--- config.mk ---
export PLATFORM = sky130hd
export DESIGN_NAME = dac_serial_stage
export DESIGN_NICKNAME = d
export VERILOG_FILES = /design/src/rtl/dac_stage_pkg.sv /design/src/rtl/dsl_sync.sv /design/src/rtl/dsl_shift_capture.sv /design/src/rtl/dsl_latch_pair.sv /design/src/rtl/dac_serial_stage.sv
export SDC_FILE = /design/constraint.sdc
export NUM_CORES = 1
export LEC_CHECK = 0
export ABC_CLOCK_PERIOD_IN_PS = 5900
export BUFFER_PORTS_ARGS = -buffer_cell sky130_fd_sc_hd__buf_2
export CORE_MARGIN = 2
export CORE_UTILIZATION = 30
export CTS_BUF_LIST = sky130_fd_sc_hd__clkbuf_8
export CTS_CLUSTER_SIZE = 12
export DETAILED_ROUTE_END_ITERATION = 12
export PLACE_DENSITY = 0.55
export SLEW_MARGIN = 25
export SYNTH_ARGS = -nofsm -noshare
export SYNTH_HDL_FRONTEND = slang
export SYNTH_HIERARCHICAL = 1
export SYNTH_SLANG_ARGS = --single-unit
--- constraint.sdc ---
create_clock -name clk -period 5.9 [get_ports clk]
set_input_delay 0.885 -clock clk [delete_from_list [all_inputs] [get_ports clk]]
set_output_delay 0.885 -clock clk [all_outputs]
set_load 0.1 [all_outputs]
--- src/rtl/dac_stage_pkg.sv ---
package dac_stage_pkg;

    localparam int CODE_W_DEF     = 14;
    localparam int SYNC_DEPTH_DEF = 2;

    typedef enum logic [1:0] {
        EDGE_NONE = 2'b00,
        EDGE_RISE = 2'b01,
        EDGE_FALL = 2'b10
    } edge_e;

    function automatic edge_e classify_edge(input logic prev_lvl, input logic cur_lvl);
        if (prev_lvl && !cur_lvl)      return EDGE_FALL;
        else if (!prev_lvl && cur_lvl) return EDGE_RISE;
        else                           return EDGE_NONE;
    endfunction

    function automatic int count_width(input int bits);
        return $clog2(bits + 1);
    endfunction

endpackage

--- src/rtl/dsl_sync.sv ---
module dsl_sync #(
    parameter int   DEPTH   = 2,
    parameter logic IDLE_LV = 1'b1
) (
    input  logic clk,
    input  logic rst,
    input  logic async_in,
    output logic sync_out
);
    logic [DEPTH-1:0] chain;

    always_ff @(posedge clk) begin
        if (rst) chain <= {DEPTH{IDLE_LV}};
        else     chain <= {chain[DEPTH-2:0], async_in};
    end

    assign sync_out = chain[DEPTH-1];
endmodule

--- src/rtl/dsl_shift_capture.sv ---
module dsl_shift_capture
    import dac_stage_pkg::*;
#(
    parameter int CODE_W = CODE_W_DEF
) (
    input  logic              clk,
    input  logic              rst,
    input  logic              frame_hi,
    input  logic              bit_strobe,
    input  logic              bit_val,
    output logic              commit,
    output logic [CODE_W-1:0] commit_word
);
    localparam int CNT_W = count_width(CODE_W);
    localparam logic [CNT_W-1:0] LAST = CNT_W'(CODE_W - 1);
    localparam logic [CNT_W-1:0] FULL = CNT_W'(CODE_W);

    logic [CODE_W-1:0] shreg;
    logic [CNT_W-1:0]  cnt;
    logic              take;

    assign take        = bit_strobe && !frame_hi && (cnt != FULL);
    assign commit      = take && (cnt == LAST);
    assign commit_word = {shreg[CODE_W-2:0], bit_val};

    always_ff @(posedge clk) begin
        if (rst || frame_hi) begin
            cnt <= '0;
        end else if (take) begin
            shreg <= commit_word;
            cnt   <= cnt + 1'b1;
        end
    end

    AST_COUNT_BOUND: assert property (@(posedge clk) disable iff (rst) cnt <= FULL);
    AST_FRAME_CLEARS: assert property (@(posedge clk) disable iff (rst) frame_hi |=> cnt == '0);
    AST_FULL_HOLDS: assert property (@(posedge clk) disable iff (rst)
        (cnt == FULL && !frame_hi) |=> (cnt == FULL || $past(frame_hi)));
endmodule

--- src/rtl/dsl_latch_pair.sv ---
module dsl_latch_pair
    import dac_stage_pkg::*;
#(
    parameter int CODE_W = CODE_W_DEF
) (
    input  logic              clk,
    input  logic              rst,
    input  logic              commit,
    input  logic [CODE_W-1:0] commit_word,
    input  logic              load_lvl,
    output logic [CODE_W-1:0] staged_q,
    output logic [CODE_W-1:0] dac_q
);
    localparam logic [CODE_W-1:0] MIDSCALE = {1'b1, {(CODE_W-1){1'b0}}};

    logic  load_prev;
    edge_e load_edge;
    logic  load_fire;

    assign load_edge = classify_edge(load_prev, load_lvl);
    assign load_fire = (load_edge == EDGE_FALL);

    always_ff @(posedge clk) begin
        if (rst) begin
            load_prev <= 1'b1;
            staged_q  <= MIDSCALE;
            dac_q     <= MIDSCALE;
        end else begin
            load_prev <= load_lvl;
            if (commit) staged_q <= commit_word;
            if (load_fire) dac_q <= commit ? commit_word : staged_q;
        end
    end

    AST_RESET_MID: assert property (@(posedge clk) rst |=> (staged_q == MIDSCALE && dac_q == MIDSCALE));
    AST_DAC_HOLD: assert property (@(posedge clk) disable iff (rst) !load_fire |=> $stable(dac_q));
    AST_STAGE_HOLD: assert property (@(posedge clk) disable iff (rst) !commit |=> $stable(staged_q));
    AST_LOAD_MATCH: assert property (@(posedge clk) disable iff (rst) load_fire |=> dac_q == staged_q);
endmodule

--- src/rtl/dac_serial_stage.sv ---
module dac_serial_stage
    import dac_stage_pkg::*;
#(
    parameter int CODE_W     = CODE_W_DEF,
    parameter int SYNC_DEPTH = SYNC_DEPTH_DEF
) (
    input  logic              clk,
    input  logic              rst,
    input  logic              tclk,
    input  logic              tframe_n,
    input  logic              tdata,
    input  logic              load_n,
    output logic [CODE_W-1:0] staged_code,
    output logic [CODE_W-1:0] dac_code
);
    logic tclk_s, frame_s, data_s, load_s;
    logic tclk_prev;
    logic bit_strobe;
    logic commit;
    logic [CODE_W-1:0] commit_word;

    dsl_sync #(.DEPTH(SYNC_DEPTH), .IDLE_LV(1'b1)) u_sync_clk (
        .clk(clk), .rst(rst), .async_in(tclk), .sync_out(tclk_s));
    dsl_sync #(.DEPTH(SYNC_DEPTH), .IDLE_LV(1'b1)) u_sync_frame (
        .clk(clk), .rst(rst), .async_in(tframe_n), .sync_out(frame_s));
    dsl_sync #(.DEPTH(SYNC_DEPTH), .IDLE_LV(1'b0)) u_sync_data (
        .clk(clk), .rst(rst), .async_in(tdata), .sync_out(data_s));
    dsl_sync #(.DEPTH(SYNC_DEPTH), .IDLE_LV(1'b1)) u_sync_load (
        .clk(clk), .rst(rst), .async_in(load_n), .sync_out(load_s));

    always_ff @(posedge clk) begin
        if (rst) tclk_prev <= 1'b1;
        else     tclk_prev <= tclk_s;
    end

    assign bit_strobe = (classify_edge(tclk_prev, tclk_s) == EDGE_FALL);

    dsl_shift_capture #(.CODE_W(CODE_W)) u_capture (
        .clk(clk), .rst(rst), .frame_hi(frame_s), .bit_strobe(bit_strobe),
        .bit_val(data_s), .commit(commit), .commit_word(commit_word));

    dsl_latch_pair #(.CODE_W(CODE_W)) u_latches (
        .clk(clk), .rst(rst), .commit(commit), .commit_word(commit_word),
        .load_lvl(load_s), .staged_q(staged_code), .dac_q(dac_code));

    AST_COMMIT_IN_FRAME: assert property (@(posedge clk) disable iff (rst)
        commit |-> !frame_s);
endmodule

* After elaboration in Yosys (flattened, before gate mapping)
Cells that the tools add are included.
Cells by class: add/sub/neg operators 1, eq/ne operators 4, muxes and demuxes 5, bitwise logic cells 1, reductions and logical operators 14
Operators by type and width (count):
- 2-to-1 mux 14 bit | 1
- logical AND 1 bit | 7
- logical NOT 1 bit | 5
- adder 4 x 1 -> 4 bit (second input constant) | 1
- == test 2 bit (second input constant) | 2
- == test 4 bit (second input constant) | 1
- 2-to-1 mux 2 bit | 2
- inequality test 4 bit (second input constant) | 1
- 2-to-1 mux 1 bit | 2
- AND reduction 2 bit | 1
- logical OR 1 bit | 1
- inverter 1 bit | 1
Storage, ports and cells: register bits 55, input port bits 6, output and inout port bits 28, logic and storage cells 35

* Depth between registers and ports, before layout
Gate-level depths: netlist (run 1).
depth after elaboration 9, depth in mapped cells 9, depth with buffers taken out 8

* Modules after synthesis
Netlist (run 1), hierarchy kept.
Modules (own cells, without submodules):
- dsl_latch_pair | times used 1, cells each 96, area an instance 1023.5 µm², sequential area each 580.6 µm²
- dsl_shift_capture | times used 1, cells each 41, area an instance 635.6 µm², sequential area each 470.5 µm²
- dsl_sync | times used 4, cells each 4, area an instance 52.6 µm², sequential area each 40.0 µm²
- dac_serial_stage | times used 1, cells each 3, area an instance 35.0 µm², sequential area each 20.0 µm²

* Worst setup path after synthesis (run 1)
OpenSTA, ideal clock, no wires.
path type input-to-reg, start input port rst, end register u_capture.shreg[0], enable pin, arrival 1848 ps, setup slack 3652 ps, stages 1, cells stage by stage nor3_1
On the way: longest elaborated chain between the ends 3
RTL lines:
- start: declaration | RTL line dac_serial_stage.sv:8 | input logic rst,
- logical OR 1 bit | RTL line dsl_shift_capture.sv:27 | if (rst || frame_hi) begin
- inverter 1 bit (no line)
- AND reduction 2 bit (no line)
- end signal: assignment | RTL line dsl_shift_capture.sv:30 | shreg <= commit_word;
- end: declaration | RTL line dsl_shift_capture.sv:18 | logic [CODE_W-1:0] shreg;
No other way between the ends. A chain may end at the register's enable or synchronous reset.

* Final worst setup path (run 1)
start register u_capture.cnt[0], end register u_latches.dac_q[13]
On the way: longest elaborated chain between the ends 4, elaborated cells on any way between the ends 5, classes of those cells 2 x eq/ne; 1 x mux; 2 x reduce/logical
RTL lines:
- start: declaration | RTL line dsl_shift_capture.sv:19 | logic [CNT_W-1:0] cnt;
- start signal: assignment | RTL line dsl_shift_capture.sv:31 | cnt <= cnt + 1'b1;
- inequality test 4 bit | RTL line dsl_shift_capture.sv:22 | assign take = bit_strobe && !frame_hi && (cnt != FULL);
- logical AND 1 bit | RTL line dsl_shift_capture.sv:22
- logical AND 1 bit * | RTL line dsl_shift_capture.sv:23 | assign commit = take && (cnt == LAST);
- named net commit | RTL line dac_serial_stage.sv:19 | logic commit;
- 2-to-1 mux 14 bit *
- end signal: assignment | RTL line dsl_latch_pair.sv:31 | if (load_fire) dac_q <= commit ? commit_word : staged_q;
- end: declaration | RTL line dsl_latch_pair.sv:12 | output logic [CODE_W-1:0] dac_q
Mark *: on every way through the listed nets, which the timed path passes. The rest lies on a longest branch.

==> out/metrics.cfg, run 1 <==
[worst_setup_path]
critPathCaptureType = register
rr_worst_depth = 8
cp_max_fo = 15
critPathArrivalTime_ns = 2.55
worstSetupStartpointType = register
critPathLaunch = u_capture/cnt[0]
rr_startpoint = u_capture/cnt[0]
required_ns = 6.07
regToRegSetupSlack_ns = 3.52
worstReg2RegEnd = u_latches/dac_q[13]
timing.critical_path.buf_inv = 1
crit_family = simple AND/OR/NAND/NOR gates
crit_path_top_delay_cell = nor2_2
cpPeakStageDelay_ns = 0.76
cp_num_cells = 8
cp-endpoint = u_latches/dac_q[13]
crit_chain = inv_1 > ha_1 > nand3_1 > nand2_1 > nor2_2 > nor2b_1 > a211oi_1 > a21oi_1
criticalPathCategory = reg2reg

[final_layout]
fin_nets = 196
drive_above_1_share_pct = 24.5
synthToLayoutAreaGrowth_pct = 15.6
diodes = 0
layout.area.seq_sq_mm = 0.00123
fillCellCount = 653
multi_input_area_sq_um = 588
fin_cells = 265

[synth]
synth_top_area_share_pct = 44.2
avgSynthCellArea_sq_um = 12.2
netlist_instances = 156
synth_area_leaders = dfxtp_1 (44%), edfxtp_1 (20%), mux2i_1 (6.8%), a211oi_1 (5.5%), nor2_1 (5.3%)
ys_seq_area_share_pct = 64.7
synth_commonest_cells = dfxtp_1 (42), nor2_1 (27), a211oi_1 (14), edfxtp_1 (13), mux2i_1 (13)
synth_cell_types = 28
ys_warn_count = 6
ys_async_sr_fraction_pct = 0
synth_top_cell_by_area = dfxtp_1
synth_most_common_cell = dfxtp_1
postSynthRegisterBits = 55
synth_area_sq_mm = 0.00190
synth_edf_count = 13
synthFlopType = dfxtp_1
synth_fp_nets = 165

[power]
p_clk_share_pct = 34.5
power.switching_uw = 160
irDropWorstVdd_uv = 131
power_density_mw_per_mm2 = 311
p_int_uw = 524
leakagePower_nw = 0.825
pwr-share-comb_pct = 7.8
seqPwrFrac_pct = 57.7
sw_frac_of_total_pct = 23.3

[routing]
drt_iter0_drc = 55
wire_per_inst_um = 11.7
wirelength_mm = 3.10
avgViaCountPerCell = 4.39
drtAntennaViolNets = 0
drtPass1Iterations = 2
route.detailed.drc = 0
via_count = 1164

[floorplan]
io_pins = 34
initial_utilization_pct = 30.5
die-height_um = 83.7
row_count = 29
die_x_um = 83.7
coreArea_sq_mm = 0.00624
die_area_sq_mm = 0.00700

[clock_network]
clkTransAtPathRegs_ns = 0.09
numCtsBuffers = 5
holdBufCountCts = 0
cts-root-buf = clkbuf_8
postCtsSetupRepairBufs = 0
insertion_delay_ns = 0.30
cts_resized = 0
cts_buffer_depth = 2
tritoncts = done
htreeDepth = 2
cts_sinks = 55

[global_routing]
grt_first_pass_wirelength_mm = 5.42
grt_max_degree = 45
grt_pass1_vias = 1162
grt.total_usage_pct = 9.69
grt_remaining_overflow = 0
antenna_found_initial = 0

[placed_design]
port-buffer-count = 33
gp_congestion = 0.673
dp_hpwl_mm = 2.04
dp_cells = 257

[sta]
period_share_pct = 40.3
fin_tns_setup_ns = 0
report.final.slew_viol_count = 0
rsz0062_at_grt = no
fmax_mhz = 421
fin_crit_ns = 2.38
setup_viol = 0
hold_viol_final = 0
skew_ns = 0.00976
tightest_slew_ns = 0.960
relSlewSlack_pct = 35.7

[outcome]
status = finished clean

[hold_path]
min_path_type = reg2reg

[flow_run]
drv_cap = 0

## area by class of cell
type	count	area share, %
flip-flops and latches	55	55.9
multi-input cells	88	26.7
repair buffers	33	7.50
well taps	77	4.38
clock buffers	5	3.13
clock inverters	3	1.70
inverters	4	0.682
## per-stage QoR
stage	setup slack, ns	power (mW)	util (%)	hold slack, ns	cell area [sq um]
finish	3.52	0.684	35.3	0.411	2200
global route	3.33	0.711	35.3	0.430	2200
CTS	3.49	0.697	35.2	0.416	2200
detailed placement	3.40	0.457	33.5	0.395	2090
global placement	3.45	0.457	33.5	0.387	2090
floorplan	3.65	0.449	-	0.383	1900
## worst register-to-register path, delay by kind of cell, from the launching register on
family	cells	cell delay (ns)
AO/OA/AOI/OAI	2	0.38
buffers and inverters	1	0.09
adder cells (fa/ha/maj)	1	0.23
flip-flops	1	0.42
AND/OR/NAND/NOR	4	1.12
## cells by family (layout without fill, tap and decap cells)
family / after synthesis / count (layout) / share of synthesized area (%)
AO/OA/AOI/OAI: 20 / 20 / 7.82
adder cells (fa/ha/maj): 3 / 3 / 1.97
buffers and inverters: 13 / 45 / 5.12
flip-flops: 55 / 55 / 64.7
multiplexers: 14 / 14 / 7.42
AND/OR/NAND/NOR: 51 / 51 / 13.0
## registers in the layout, indices dropped and copies added (netlist names)
name and flops:
u_sync_load/chain 2, u_latches/dac_q 14, u_capture/cnt 4, u_capture/shreg 13
u_sync_clk/chain 2, u_latches/load_prev 1, u_sync_frame/chain 2, tclk_prev 1
u_latches/staged_q 14, u_sync_data/chain 2
## worst min path at each step
stage,depth (start not counted),startpoint,end
2_1_floorplan,1,u_sync_clk/chain[0],u_sync_clk/chain[1]
3_3_place_gp,1,u_sync_frame/chain[0],u_sync_frame/chain[1]
3_5_place_dp,1,u_sync_frame/chain[0],u_sync_frame/chain[1]
4_1_cts,1,u_sync_frame/chain[0],u_sync_frame/chain[1]
5_1_grt,1,u_sync_clk/chain[0],u_sync_clk/chain[1]
6_report,1,u_sync_load/chain[0],u_sync_load/chain[1]
## power groups by stage
stage          Clock (mW)  Combinational [mW]  Sequential (mW)
2_1_floorplan           0              0.0148            0.434
3_3_place_gp            0              0.0539            0.403
3_5_place_dp            0              0.0540            0.403
4_1_cts             0.248              0.0541            0.395
5_1_grt             0.259              0.0570            0.396
6_report            0.236              0.0535            0.394
## metal layers
metal	vias to the layer above	wire, um	track usage (%)
met2	24	1360	15.3
met4	0	57	4.40
li1	601	-	-
met3	9	151	3.07
met1	530	1540	12.1
met5	-	0	0
## cells in the final DEF, fill, tap and decap left out, drive strengths merged
cell type,synthesis,final
nand3,2,2
nor4,1,1
dfxtp,42,42
nor2,27,27
inv,4,6
a311o,1,1
nor3,5,5
a21oi,4,4
or2,8,8
a2111oi,1,1
nand4,1,1
a211oi,14,14
nand4b,1,1
clkbuf,1,5
mux2i,13,13
mux2,1,1
edfxtp,13,13
nor2b,4,4
and2b,1,1
nand2,1,1
buf,8,33
ha,3,3
bufinv,0,1
(Power assumes the default switching activity.)
==> run 2, diff against run 1 <==
--- a/config.mk
+++ b/config.mk
@@ -5,14 +5,14 @@
 export SDC_FILE = /design/constraint.sdc
 export NUM_CORES = 1
 export LEC_CHECK = 0
-export ABC_CLOCK_PERIOD_IN_PS = 5900
+export ABC_CLOCK_PERIOD_IN_PS = 2000
 export BUFFER_PORTS_ARGS = -buffer_cell sky130_fd_sc_hd__buf_2
 export CORE_MARGIN = 2
 export CORE_UTILIZATION = 30
 export CTS_BUF_LIST = sky130_fd_sc_hd__clkbuf_8
 export CTS_CLUSTER_SIZE = 12
 export DETAILED_ROUTE_END_ITERATION = 12
-export PLACE_DENSITY = 0.55
+export PLACE_DENSITY = 0.57
 export SLEW_MARGIN = 25
 export SYNTH_ARGS = -nofsm -noshare
 export SYNTH_HDL_FRONTEND = slang
==> constraint.sdc (replaced) <==
create_clock -name clk -period 2 [get_ports clk]
set_input_delay 0.3 -clock clk [delete_from_list [all_inputs] [get_ports clk]]
set_output_delay 0.3 -clock clk [all_outputs]
set_load 0.1 [all_outputs]
==> out/metrics.cfg, run 2 (synthesis results as in run 1) <==
[final_layout]
utilization_pct = 36.0
diodes = 0
fin_cells = 269
design_area_sq_mm = 0.00224
final_cell_mix = dfxtp_1 (42), buf_2 (33), nor2_1 (26)
final_common_cell = dfxtp_1
fin_nets = 200
reg_top3 = u_latches/dac_q x14, u_latches/staged_q x14, u_capture/shreg x13
synthToLayoutAreaGrowth_pct = 17.9
drive_above_1_share_pct = 26.6

[global_routing]
antenna_found_initial = 0
grt_max_degree = 29
grt_first_pass_wirelength_mm = 5.35
grt.total_usage_pct = 9.78
grt_pass1_vias = 1132
grt_remaining_overflow = 0

[sta]
skew_ns = 0.0104
hold_slack_ns = 0.174
setup_viol = 0
report.final.slew_viol_count = 0
period_share_pct = 91.7
relSlewSlack_pct = 66.9
hold_viol_final = 0
worst_slack_ns = 0.166
fin_crit_ns = 1.83
tightest_slew_ns = 0.500
fmax_mhz = 545

[worst_setup_path]
regToRegSetupSlack_ns = 0.17
critPathCaptureType = register
required_ns = 2.17
critPathArrivalTime_ns = 2.01
criticalPathCategory = reg2reg
rr_startpoint = u_capture/cnt[0]
cp_max_fo = 15
critPathLaunch = u_capture/cnt[0]
worstSetupStartpointType = register

[clock_network]
tritoncts = done
cts_buffer_depth = 2
insertion_delay_ns = 0.30
clkTransAtPathRegs_ns = 0.09
numCtsBuffers = 5
cts-root-buf = clkbuf_8
htreeDepth = 2
postCtsSetupRepairBufs = 0
cts_sinks = 55

[placed_design]
dp_slack_ns = 0.127
dp_cells = 261
gp_congestion = 0.738
port-buffer-count = 33
dp_hpwl_mm = 2.13
postPlaceCellArea_sq_mm = 0.00213

[routing]
via_count = 1199
drt-met1-wl_mm = 1.47
dr_wl_met2_mm = 1.51
drt_iter0_drc = 49
route.detailed.drc = 0
avgViaCountPerCell = 4.46
wl_met3_um = 161
drtPass1Iterations = 4
wirelength_mm = 3.19
drtAntennaViolNets = 0
maxUsedRoutingLayer = met4
wire_per_inst_um = 11.9

[power]
leakagePower_nw = 0.842
irDropWorstVdd_uv = 343
power_density_mw_per_mm2 = 899

[flow_run]
drv_cap = 0

[floorplan]
row_count = 29
die-height_um = 83.7
initial_utilization_pct = 30.5
die_x_um = 83.7
io_pins = 34
die_area_sq_mm = 0.00700
coreArea_sq_mm = 0.00624

[hold_path]
min_path_type = in2reg
holdCritStartpoint = load_n

[outcome]
status = finished clean

==> run 2: changes by cell type in the layout (fill, tap and decap cells not counted), sizes merged <==
cell  delta
buf      +4
==> run 2: per-stage QoR <==
stage / TNS (ns) / power (mW)
floorplan: 0 / 1.33
global placement: 0 / 1.35
detailed placement: 0 / 1.35
CTS: 0 / 2.05
global route: -0.0194 / 2.13
finish: 0 / 2.02
==> run 2: timing repair <==
action	in CTS	in global routing
hold buffers	0	0
setup endpoints to repair	0	11
resized for setup	0	2
==> run 2: area by class of cell <==
class / instances / area, sq um
multi-input combinational: 88 / 588
clock buffer: 5 / 68.8
clock inverter: 3 / 37.5
fill: 645 / 4000
timing repair buffer: 37 / 208
sequential: 55 / 1230
inverter: 4 / 15.0
tap: 77 / 96.3
==> run 2: routing by layer <==
| layer | vias to the layer above | track usage [%] |
|---|---|---|
| met5 | - | 0 |
| met4 | 0 | 3.96 |
| met3 | 6 | 4.06 |
| met2 | 22 | 14.5 |
| met1 | 564 | 12.6 |
| li1 | 607 | - |
==> run 2: worst paths after layout <==
kind / end / cells after the start
hold / removal: u_sync_load/chain[0] / 2
hold reg to reg: u_sync_frame/chain[1] / 1
setup / recovery: u_latches/dac_q[7] / 8
setup reg to reg: u_latches/dac_q[7] / 8
==> run 2: report_power, final <==
| group | switching, mW | leakage, nW | total [mW] | internal [mW] |
|---|---|---|---|---|
| Clock | 0.330 | 0.0607 | 0.694 | 0.365 |
| Combinational | 0.131 | 0.322 | 0.161 | 0.0303 |
| Sequential | 0.0103 | 0.459 | 1.16 | 1.15 |
| Total | 0.470 | 0.842 | 2.02 | 1.55 |
==> run 2: critical path: stages, from the launching register on <==
cell and delay (ns):
dfxtp_1 0.41, inv_1 0.08, ha_1 0.22, nand3_1 0.12, nand2_1 0.16, nor2_2 0.19, buf_12 0.18, mux2i_1 0.26
a211oi_1 0.11
